$ cat config.mk
export PLATFORM = sky130hd
export DESIGN_NAME = rec_snapshot_fifo
export DESIGN_NICKNAME = d
export VERILOG_FILES = /design/src/rtl/rsnap_pkg.sv /design/src/rtl/rsnap_ingest.sv /design/src/rtl/rsnap_store.sv /design/src/rtl/rsnap_hostif.sv /design/src/rtl/rec_snapshot_fifo.sv
export SDC_FILE = /design/constraint.sdc
export NUM_CORES = 1
export LEC_CHECK = 0
export ABC_CLOCK_PERIOD_IN_PS = 2800
export BUFFER_PORTS_ARGS = -buffer_cell sky130_fd_sc_hd__buf_4
export CORE_MARGIN = 2
export CORE_UTILIZATION = 56
export CTS_BUF_LIST = sky130_fd_sc_hd__clkbuf_8
export DETAILED_ROUTE_END_ITERATION = 8
export PLACE_DENSITY_LB_ADDON = 0.15
export SETUP_SLACK_MARGIN = 0.4
export SKIP_CTS_REPAIR_TIMING = 1
export SKIP_LAST_GASP = 1
export SYNTH_ARGS = -nofsm -noshare
export SYNTH_HDL_FRONTEND = slang
export SYNTH_SLANG_ARGS = --single-unit
$ cat constraint.sdc
create_clock -name clk -period 2.8 [get_ports clk]
set_input_delay 0.7 -clock clk [delete_from_list [all_inputs] [get_ports clk]]
set_output_delay 0.7 -clock clk [all_outputs]
set_load 0.02 [all_outputs]
$ cat src/rtl/rsnap_pkg.sv
package rsnap_pkg;
  localparam int BYTE_W = 8;
  localparam int OFS_W  = 2;

  // Offsets the host decodes; their values are part of the register contract.
  localparam logic [OFS_W-1:0] OFS_DATA = 2'd2;
  localparam logic [OFS_W-1:0] OFS_STAT = 2'd3;

  // Status bit positions.
  localparam int ST_BUSY   = 0;
  localparam int ST_FREEZE = 1;
  localparam int ST_FILLED = 2;

  typedef enum logic [1:0] {
    SRC_ZERO = 2'd0,
    SRC_MEM  = 2'd1,
    SRC_STAT = 2'd2
  } rsrc_e;
endpackage

$ cat src/rtl/rsnap_ingest.sv
module rsnap_ingest
  import rsnap_pkg::*;
#(
  parameter int REC_LEN = 16
) (
  input  logic                                  clk,
  input  logic                                  rst,
  input  logic                                  prod_start,
  input  logic                                  prod_valid,
  input  logic [BYTE_W-1:0]                     prod_byte,
  input  logic                                  frozen,
  output logic                                  wr_en,
  output logic [((REC_LEN>1)?$clog2(REC_LEN):1)-1:0] wr_addr,
  output logic [BYTE_W-1:0]                     wr_data,
  output logic                                  busy,
  output logic                                  rec_start,
  output logic                                  rec_done
);
  localparam int AW = (REC_LEN > 1) ? $clog2(REC_LEN) : 1;
  localparam logic [AW-1:0] LAST = AW'(REC_LEN - 1);

  logic          busy_q;
  logic [AW-1:0] wptr_q;
  logic          take;

  // Freeze is only consulted here, at a record boundary.
  assign take      = prod_valid && prod_start && !busy_q && !frozen;
  assign rec_start = take;
  assign rec_done  = prod_valid && busy_q && (wptr_q == LAST);
  assign wr_en     = take || (prod_valid && busy_q);
  assign wr_addr   = busy_q ? wptr_q : '0;
  assign wr_data   = prod_byte;
  assign busy      = busy_q;

  always_ff @(posedge clk) begin
    if (rst) begin
      busy_q <= 1'b0;
      wptr_q <= '0;
    end else if (take) begin
      busy_q <= 1'b1;
      wptr_q <= AW'(1);
    end else if (prod_valid && busy_q) begin
      if (wptr_q == LAST) begin
        busy_q <= 1'b0;
        wptr_q <= '0;
      end else begin
        wptr_q <= wptr_q + 1'b1;
      end
    end
  end
endmodule

$ cat src/rtl/rsnap_store.sv
module rsnap_store
  import rsnap_pkg::*;
#(
  parameter int DEPTH = 16
) (
  input  logic                                  clk,
  input  logic                                  we,
  input  logic [((DEPTH>1)?$clog2(DEPTH):1)-1:0] wa,
  input  logic [BYTE_W-1:0]                     wd,
  input  logic                                  re,
  input  logic [((DEPTH>1)?$clog2(DEPTH):1)-1:0] ra,
  output logic [BYTE_W-1:0]                     rq
);
  logic [BYTE_W-1:0] mem [DEPTH];

  // Simple dual port, synchronous read, read-before-write on collision.
  always_ff @(posedge clk) begin
    if (we) mem[wa] <= wd;
    if (re) rq <= mem[ra];
  end
endmodule

$ cat src/rtl/rsnap_hostif.sv
module rsnap_hostif
  import rsnap_pkg::*;
#(
  parameter int REC_LEN = 16
) (
  input  logic                                  clk,
  input  logic                                  rst,
  input  logic [OFS_W-1:0]                      bus_addr,
  input  logic                                  bus_rd,
  input  logic                                  bus_wr,
  input  logic                                  rec_start,
  input  logic                                  rec_done,
  input  logic                                  busy,
  input  logic [BYTE_W-1:0]                     mem_q,
  output logic                                  mem_rd_en,
  output logic [((REC_LEN>1)?$clog2(REC_LEN):1)-1:0] mem_rd_addr,
  output logic                                  frozen,
  output logic                                  not_empty,
  output logic [BYTE_W-1:0]                     bus_rdata
);
  localparam int AW = (REC_LEN > 1) ? $clog2(REC_LEN) : 1;
  localparam logic [AW-1:0] LAST = AW'(REC_LEN - 1);

  logic              frz_q;
  logic              filled_q;
  logic [AW-1:0]     rptr_q;
  rsrc_e             src_q;
  logic [BYTE_W-1:0] stat_q;
  logic              data_rd;
  logic              stat_rd;
  logic [BYTE_W-1:0] stat_now;

  assign data_rd     = bus_rd && (bus_addr == OFS_DATA);
  assign stat_rd     = bus_rd && (bus_addr == OFS_STAT);
  assign mem_rd_en   = data_rd && filled_q;
  assign mem_rd_addr = rptr_q;
  assign frozen      = frz_q;
  assign not_empty   = filled_q;

  always_comb begin
    stat_now            = '0;
    stat_now[ST_BUSY]   = busy;
    stat_now[ST_FREEZE] = frz_q;
    stat_now[ST_FILLED] = filled_q;
  end

  always_ff @(posedge clk) begin
    if (rst) begin
      frz_q    <= 1'b0;
      filled_q <= 1'b0;
      rptr_q   <= '0;
      src_q    <= SRC_ZERO;
      stat_q   <= '0;
    end else begin
      if (bus_wr) begin
        if (bus_addr == OFS_STAT)      frz_q <= 1'b1;
        else if (bus_addr == OFS_DATA) frz_q <= 1'b0;
      end

      if (rec_start) begin
        filled_q <= 1'b0;
        rptr_q   <= '0;
      end else if (rec_done) begin
        filled_q <= 1'b1;
        rptr_q   <= '0;
      end else if (mem_rd_en) begin
        if (rptr_q == LAST) begin
          filled_q <= 1'b0;
          rptr_q   <= '0;
        end else begin
          rptr_q <= rptr_q + 1'b1;
        end
      end

      if (bus_rd) begin
        if (stat_rd)        src_q <= SRC_STAT;
        else if (mem_rd_en) src_q <= SRC_MEM;
        else                src_q <= SRC_ZERO;
      end
      if (stat_rd) stat_q <= stat_now;
    end
  end

  always_comb begin
    unique case (src_q)
      SRC_MEM:  bus_rdata = mem_q;
      SRC_STAT: bus_rdata = stat_q;
      default:  bus_rdata = '0;
    endcase
  end
endmodule

$ cat src/rtl/rec_snapshot_fifo.sv
module rec_snapshot_fifo
  import rsnap_pkg::*;
#(
  parameter int REC_LEN = 16
) (
  input  logic              clk,
  input  logic              rst,
  input  logic              prod_start,
  input  logic              prod_valid,
  input  logic [BYTE_W-1:0] prod_byte,
  input  logic [OFS_W-1:0]  bus_addr,
  input  logic              bus_rd,
  input  logic              bus_wr,
  output logic [BYTE_W-1:0] bus_rdata
);
  localparam int AW = (REC_LEN > 1) ? $clog2(REC_LEN) : 1;

  logic              frz_w;
  logic              busy_w;
  logic              nempty_w;
  logic              start_w;
  logic              done_w;
  logic              we_w;
  logic [AW-1:0]     wa_w;
  logic [BYTE_W-1:0] wd_w;
  logic              re_w;
  logic [AW-1:0]     ra_w;
  logic [BYTE_W-1:0] rq_w;

  rsnap_ingest #(.REC_LEN(REC_LEN)) u_ingest (
    .clk(clk), .rst(rst),
    .prod_start(prod_start), .prod_valid(prod_valid), .prod_byte(prod_byte),
    .frozen(frz_w),
    .wr_en(we_w), .wr_addr(wa_w), .wr_data(wd_w),
    .busy(busy_w), .rec_start(start_w), .rec_done(done_w)
  );

  rsnap_store #(.DEPTH(REC_LEN)) u_store (
    .clk(clk),
    .we(we_w), .wa(wa_w), .wd(wd_w),
    .re(re_w), .ra(ra_w), .rq(rq_w)
  );

  rsnap_hostif #(.REC_LEN(REC_LEN)) u_host (
    .clk(clk), .rst(rst),
    .bus_addr(bus_addr), .bus_rd(bus_rd), .bus_wr(bus_wr),
    .rec_start(start_w), .rec_done(done_w), .busy(busy_w),
    .mem_q(rq_w), .mem_rd_en(re_w), .mem_rd_addr(ra_w),
    .frozen(frz_w), .not_empty(nempty_w), .bus_rdata(bus_rdata)
  );
endmodule

# After elaboration in Yosys (flattened, before gate mapping)
# Memories as Yosys holds them, arrays and structs flattened. A register that Yosys moved wholly into a read port is not among the register bits.
# Index checks and enable logic that the tools add are counted.
[word_totals]
output_inout_bits = 8
ram_bits = 128
inputBits = 16
memories = 1
word_cells = 56
regBits = 16
[classes]
mux = 18
n_eq_ne = 6
reduce_logical = 21
add_sub_neg = 2
[mem_list]
columns = ["name", "words", "width", "read_ports", "rd_ports_with_merged_regs", "wr", "line_no", "rtl"]
rows = [
  ["u_store.mem", 16, 8, 1, 1, 1, "rsnap_store.sv:14", "logic [BYTE_W-1:0] mem [DEPTH];"],
]
[ops]
columns = ["operator", "n"]
rows = [
  ["8-bit one-hot mux with 2 select lines", 1],
  ["1-bit 2-to-1 mux", 13],
  ["4-bit 2-to-1 mux", 3],
  ["2-bit nonzero test", 5],
  ["4-bit by 1-bit adder with 4-bit output (second input constant)", 2],
  ["4-bit equality test (second input constant)", 2],
  ["1-bit logical AND", 8],
  ["2-bit equality test (second input constant)", 3],
  ["2-bit AND reduction", 3],
  ["3-bit OR reduction", 1],
  ["2-bit by 1-bit equality test with 1-bit output (second input constant)", 1],
  ["1-bit zero test", 2],
  ["2-bit 2-to-1 mux", 1],
  ["2-bit OR reduction", 1],
  ["1-bit logical OR", 1],
]

# Logic depth before layout (Yosys ltp)
[depth]
ltp_word = 6
depth_mapped = 5
depth_no_buf = 4

# By module
# Synthesis repeated with hierarchy kept, for this count alone.
[unflattened]
hier_cells = 335
area_unflattened_um2 = 6147.1
[by_module_without_submodules]
columns = ["mod", "n_inst", "area_each_um2", "seq_area_each_um2", "cells_each"]
rows = [
  ["rsnap_store", 1, 5227.5, 4083.9, 229],
  ["rsnap_hostif", 1, 566.8, 220.2, 66],
  ["rsnap_ingest", 1, 352.8, 100.1, 40],
]

# Worst setup path before layout
# Ideal clock, no wire load.
[synth_path]
path_type = "input-to-reg"
from = "input port prod_valid"
to = "memory u_store.mem[8][0], enable pin"
arrival_ns = 1.813
setup_time_ns = 0.383
t_required_ns = 2.417
stages = 3
setup_slack_ns = 0.604
path_buffers = 1
path_cell_list = "clkbuf_1 o21ai_0 nor3_1"
[synth_via]
elab_chain_cells = 6
elab_cells_between_ends = 7
cone_classes = "mux: 2; reduce/logical: 5"
[synth_rtl]
columns = ["element", "line_no", "rtl"]
rows = [
  ["from (decl)", "rec_snapshot_fifo.sv:9", "input logic prod_valid,"],
  ["1-bit logical AND (3 in a row)", "rsnap_ingest.sv:27", "assign take = prod_valid && prod_start && !busy_q && !frozen;"],
  ["1-bit logical OR *", "rsnap_ingest.sv:30", "assign wr_en = take || (prod_valid && busy_q);"],
  ["1-bit 2-to-1 mux *", "rsnap_store.sv:18", "if (we) mem[wa] <= wd;"],
  ["1-bit 2-to-1 mux (implied by the code) *", "rsnap_store.sv:18", ""],
  ["to (decl)", "rsnap_store.sv:14", ""],
]
# Mark *: on every way between the ends. The rest lies on a longest branch, timed or not.

# Worst setup path after layout
[layout_path]
from = "register u_host.src_q[1]"
to = "output port bus_rdata[4]"
[layout_via]
elab_chain_cells = 2
elab_cells_between_ends = 3
cone_classes = "eq/ne: 2; mux: 1"
[layout_rtl]
columns = ["element", "line_no", "rtl"]
rows = [
  ["from (decl)", "rsnap_hostif.sv:27", "rsrc_e src_q;"],
  ["from (signal assigned)", "rsnap_hostif.sv:52", "src_q <= SRC_ZERO;"],
  ["from (signal assigned)", "rsnap_hostif.sv:76", "if (stat_rd) src_q <= SRC_STAT;"],
  ["from (signal assigned)", "rsnap_hostif.sv:77", "else if (mem_rd_en) src_q <= SRC_MEM;"],
  ["2-bit equality test or 2-bit by 1-bit equality test with 1-bit output (tied branches)", "rsnap_hostif.sv:85", "unique case (src_q)"],
  ["8-bit one-hot mux with 2 select lines *", "rsnap_hostif.sv:85", ""],
  ["to (decl)", "rec_snapshot_fifo.sv:14", "output logic [BYTE_W-1:0] bus_rdata"],
]
# Marked as above.

==> run metrics <==
status finished, final reports clean; Synth area leaders edfxtp_1 (67%), mux4_1 (6.9%), mux4_2 (5.9%), dfxtp_1 (5.3%), a22oi_1 (2.4%); vias in the first global route 3039; global-route wire length before repair about 17 mm; Syn Inst Count 333; I/O pin cnt 24; H-Tree Depth 4; Max Freq approximately 440 MHz; All-Layer GR Usage 0.215; placed inst area 6510 um2; Slew headroom 0.489; die area between 10000 and 15000 um2; Synth top area share 0.674; Final HPWL DP 7.63 mm; Mapped Nets 353; Yosys reg bits 152; CTS root buffer clkbuf_8; required time worst endpoint 2.10 ns; Power Dens Cells 621 nW/um2; Iter 0 DRT Violations roughly 310; Worst Setup Start Kind register; Horiz. Die Dim 108 um; # DRC 0; period utilization 0.812; skew final about 0.013 ns; reg2reg path depth 3; pins over their slew limit 0; TritonRoute pass-1 iters 5; most common cell in the netlist edfxtp_1; Fin Setup TNS 0 ns; clk_lat worst skew about 0.44 ns; most frequent cells after synthesis edfxtp_1 (136), nand2_1 (22), a22oi_1 (19); Yosys top cell by area edfxtp_1; drt total wl 11.5 mm; Initial Utilization 0.582; Main synth FF type edfxtp_1; number of flops mapped to enable cells by yosys 136; final setup violation count 0; CTS Buffer Depth 2; Pleak 2.30 nW; Area Overhead vs Synth 14.6%; nets 402; largest net degree at the start of global routing 20; Antenna diodes 0; CP Max Fanout 5; ANT nets after route 0; Max Cap Viol 0; clock tree sinks 152; Final Hold Fails 0; vias per inst 5.95; Distinct cells, synth 38; GPL Wtd Cong between 0.8 and 0.9; FP Rows 37; RSZ-0062 raised after global routing no; Inserted Clock Buffers 17; min Tclk post-route 2.27 ns; wire length per cell 21.7 um; worst hold-check path type input pin to register; vias post-DR 3152; Peak VDD IR 0.471 mV; Hold Crit Depth 2; CTS tree done; Mapped Area 6060 um2; fraction of layout cells with a size suffix above 1 0.241; CORE AREA 10400 um2; crit path DAT 1.57 ns; Final Util 0.667; sequential area share after synthesis 0.727; Avg Inst Size Synth 18.2 um2; Port Buffers 23; Slew @ Worst Pin 0.764 ns; YS warnings 0; clock transition at the registers of the reported paths 0.08 ns; Vert. Die Dim 108 um; initial antenna violation count 0; Final Cell Area 6950 um2; CP Capture Type primary output; WS Path Type register to primary output; grt ovf 0; Power Total 4.31 mW; Async S/R FF share, synth 0
kinds of logic after synthesis:
group                      share of synthesized area
DFF                                            0.727
adders and majority gates                    0.00826
buffers and inverters                         0.0182
muxes                                          0.134
AOI/OAI and AO/OA                             0.0467
and+or+nand+nor                               0.0650
xor gates and xnor gates                     0.00145
stage by stage:
| stage | hold WS (ns) | setup WS (ns) | std cells |
|---|---|---|---|
| final | 0.482 | 0.527 | 530 |
| after global routing | 0.472 | 0.434 | 530 |
| after CTS | 0.463 | 0.296 | 530 |
| after detailed placement | 0.502 | 0.602 | 499 |
| after global placement | 0.483 | 0.626 | 499 |
| after floorplan | 0.461 | 0.604 | 333 |
report_power, final:
group,internal (mW),switching (mW)
registers,2.48,0.0128
logic,0.0393,0.0683
clock network,0.959,0.756
total,3.48,0.837
placed cells by master (no fill, tap or decap), drive strengths merged, types with 4 or more instances in the layout:
master	count
edfxtp	136
buf	45
mux4	32
nand2	22
a22oi	19
clkbuf	17
dfxtp	16
nor2	15
a21oi	9
inv	9
nor3	8
nand3	7
and2	6
nand2b	6
clkinv	6
o21ai	4
bufinv	4
ha	4
path summary, 6_finish.rpt:
check	from	endpoint	slack (ns)
worst max-delay path	u_host.src_q[1]	bus_rdata[4]	0.53
worst min-delay path	rst	u_ingest.wptr_q[0]	0.48
worst max register to register	u_host.mem_rd_addr[0]	u_store.rq[5]	0.64
worst min register to register	u_host.src_q[0]	u_host.src_q[0]	0.51
routing by layer:
layer | routed length (um) | track usage
met5 | 0 | 0
met4 | 212 | 0.0815
met3 | 672 | 0.0506
met2 | 5600 | 0.325
met1 | 5040 | 0.308
flip-flops by register name (all words and copies together) (netlist names):
signal              count
u_ingest.busy           1
u_store.rq              8
u_ingest.wptr_q         4
u_host.frozen           1
u_host.not_empty        1
u_host.mem_rd_addr      4
u_store.mem           128
u_host.src_q            2
u_host.stat_q           3
critical path, stage by stage, from the launching register on:
cell	delay (ns)
dfxtp_1	0.39
inv_1	0.06
ha_1	0.23
nor2b_4	0.16
and2_1	0.15
buf_4	0.15
final cells by class:
type / count / area [um2]
clock inverters: 14 / 184
fillers: 712 / 3470
clock buffers: 17 / 234
repair buffers: 45 / 363
multi-input cells: 160 / 1570
well taps: 136 / 170
flip-flops and latches: 152 / 4410
inverters: 6 / 22.5
Note: power is estimated with default switching activity, not from simulation.
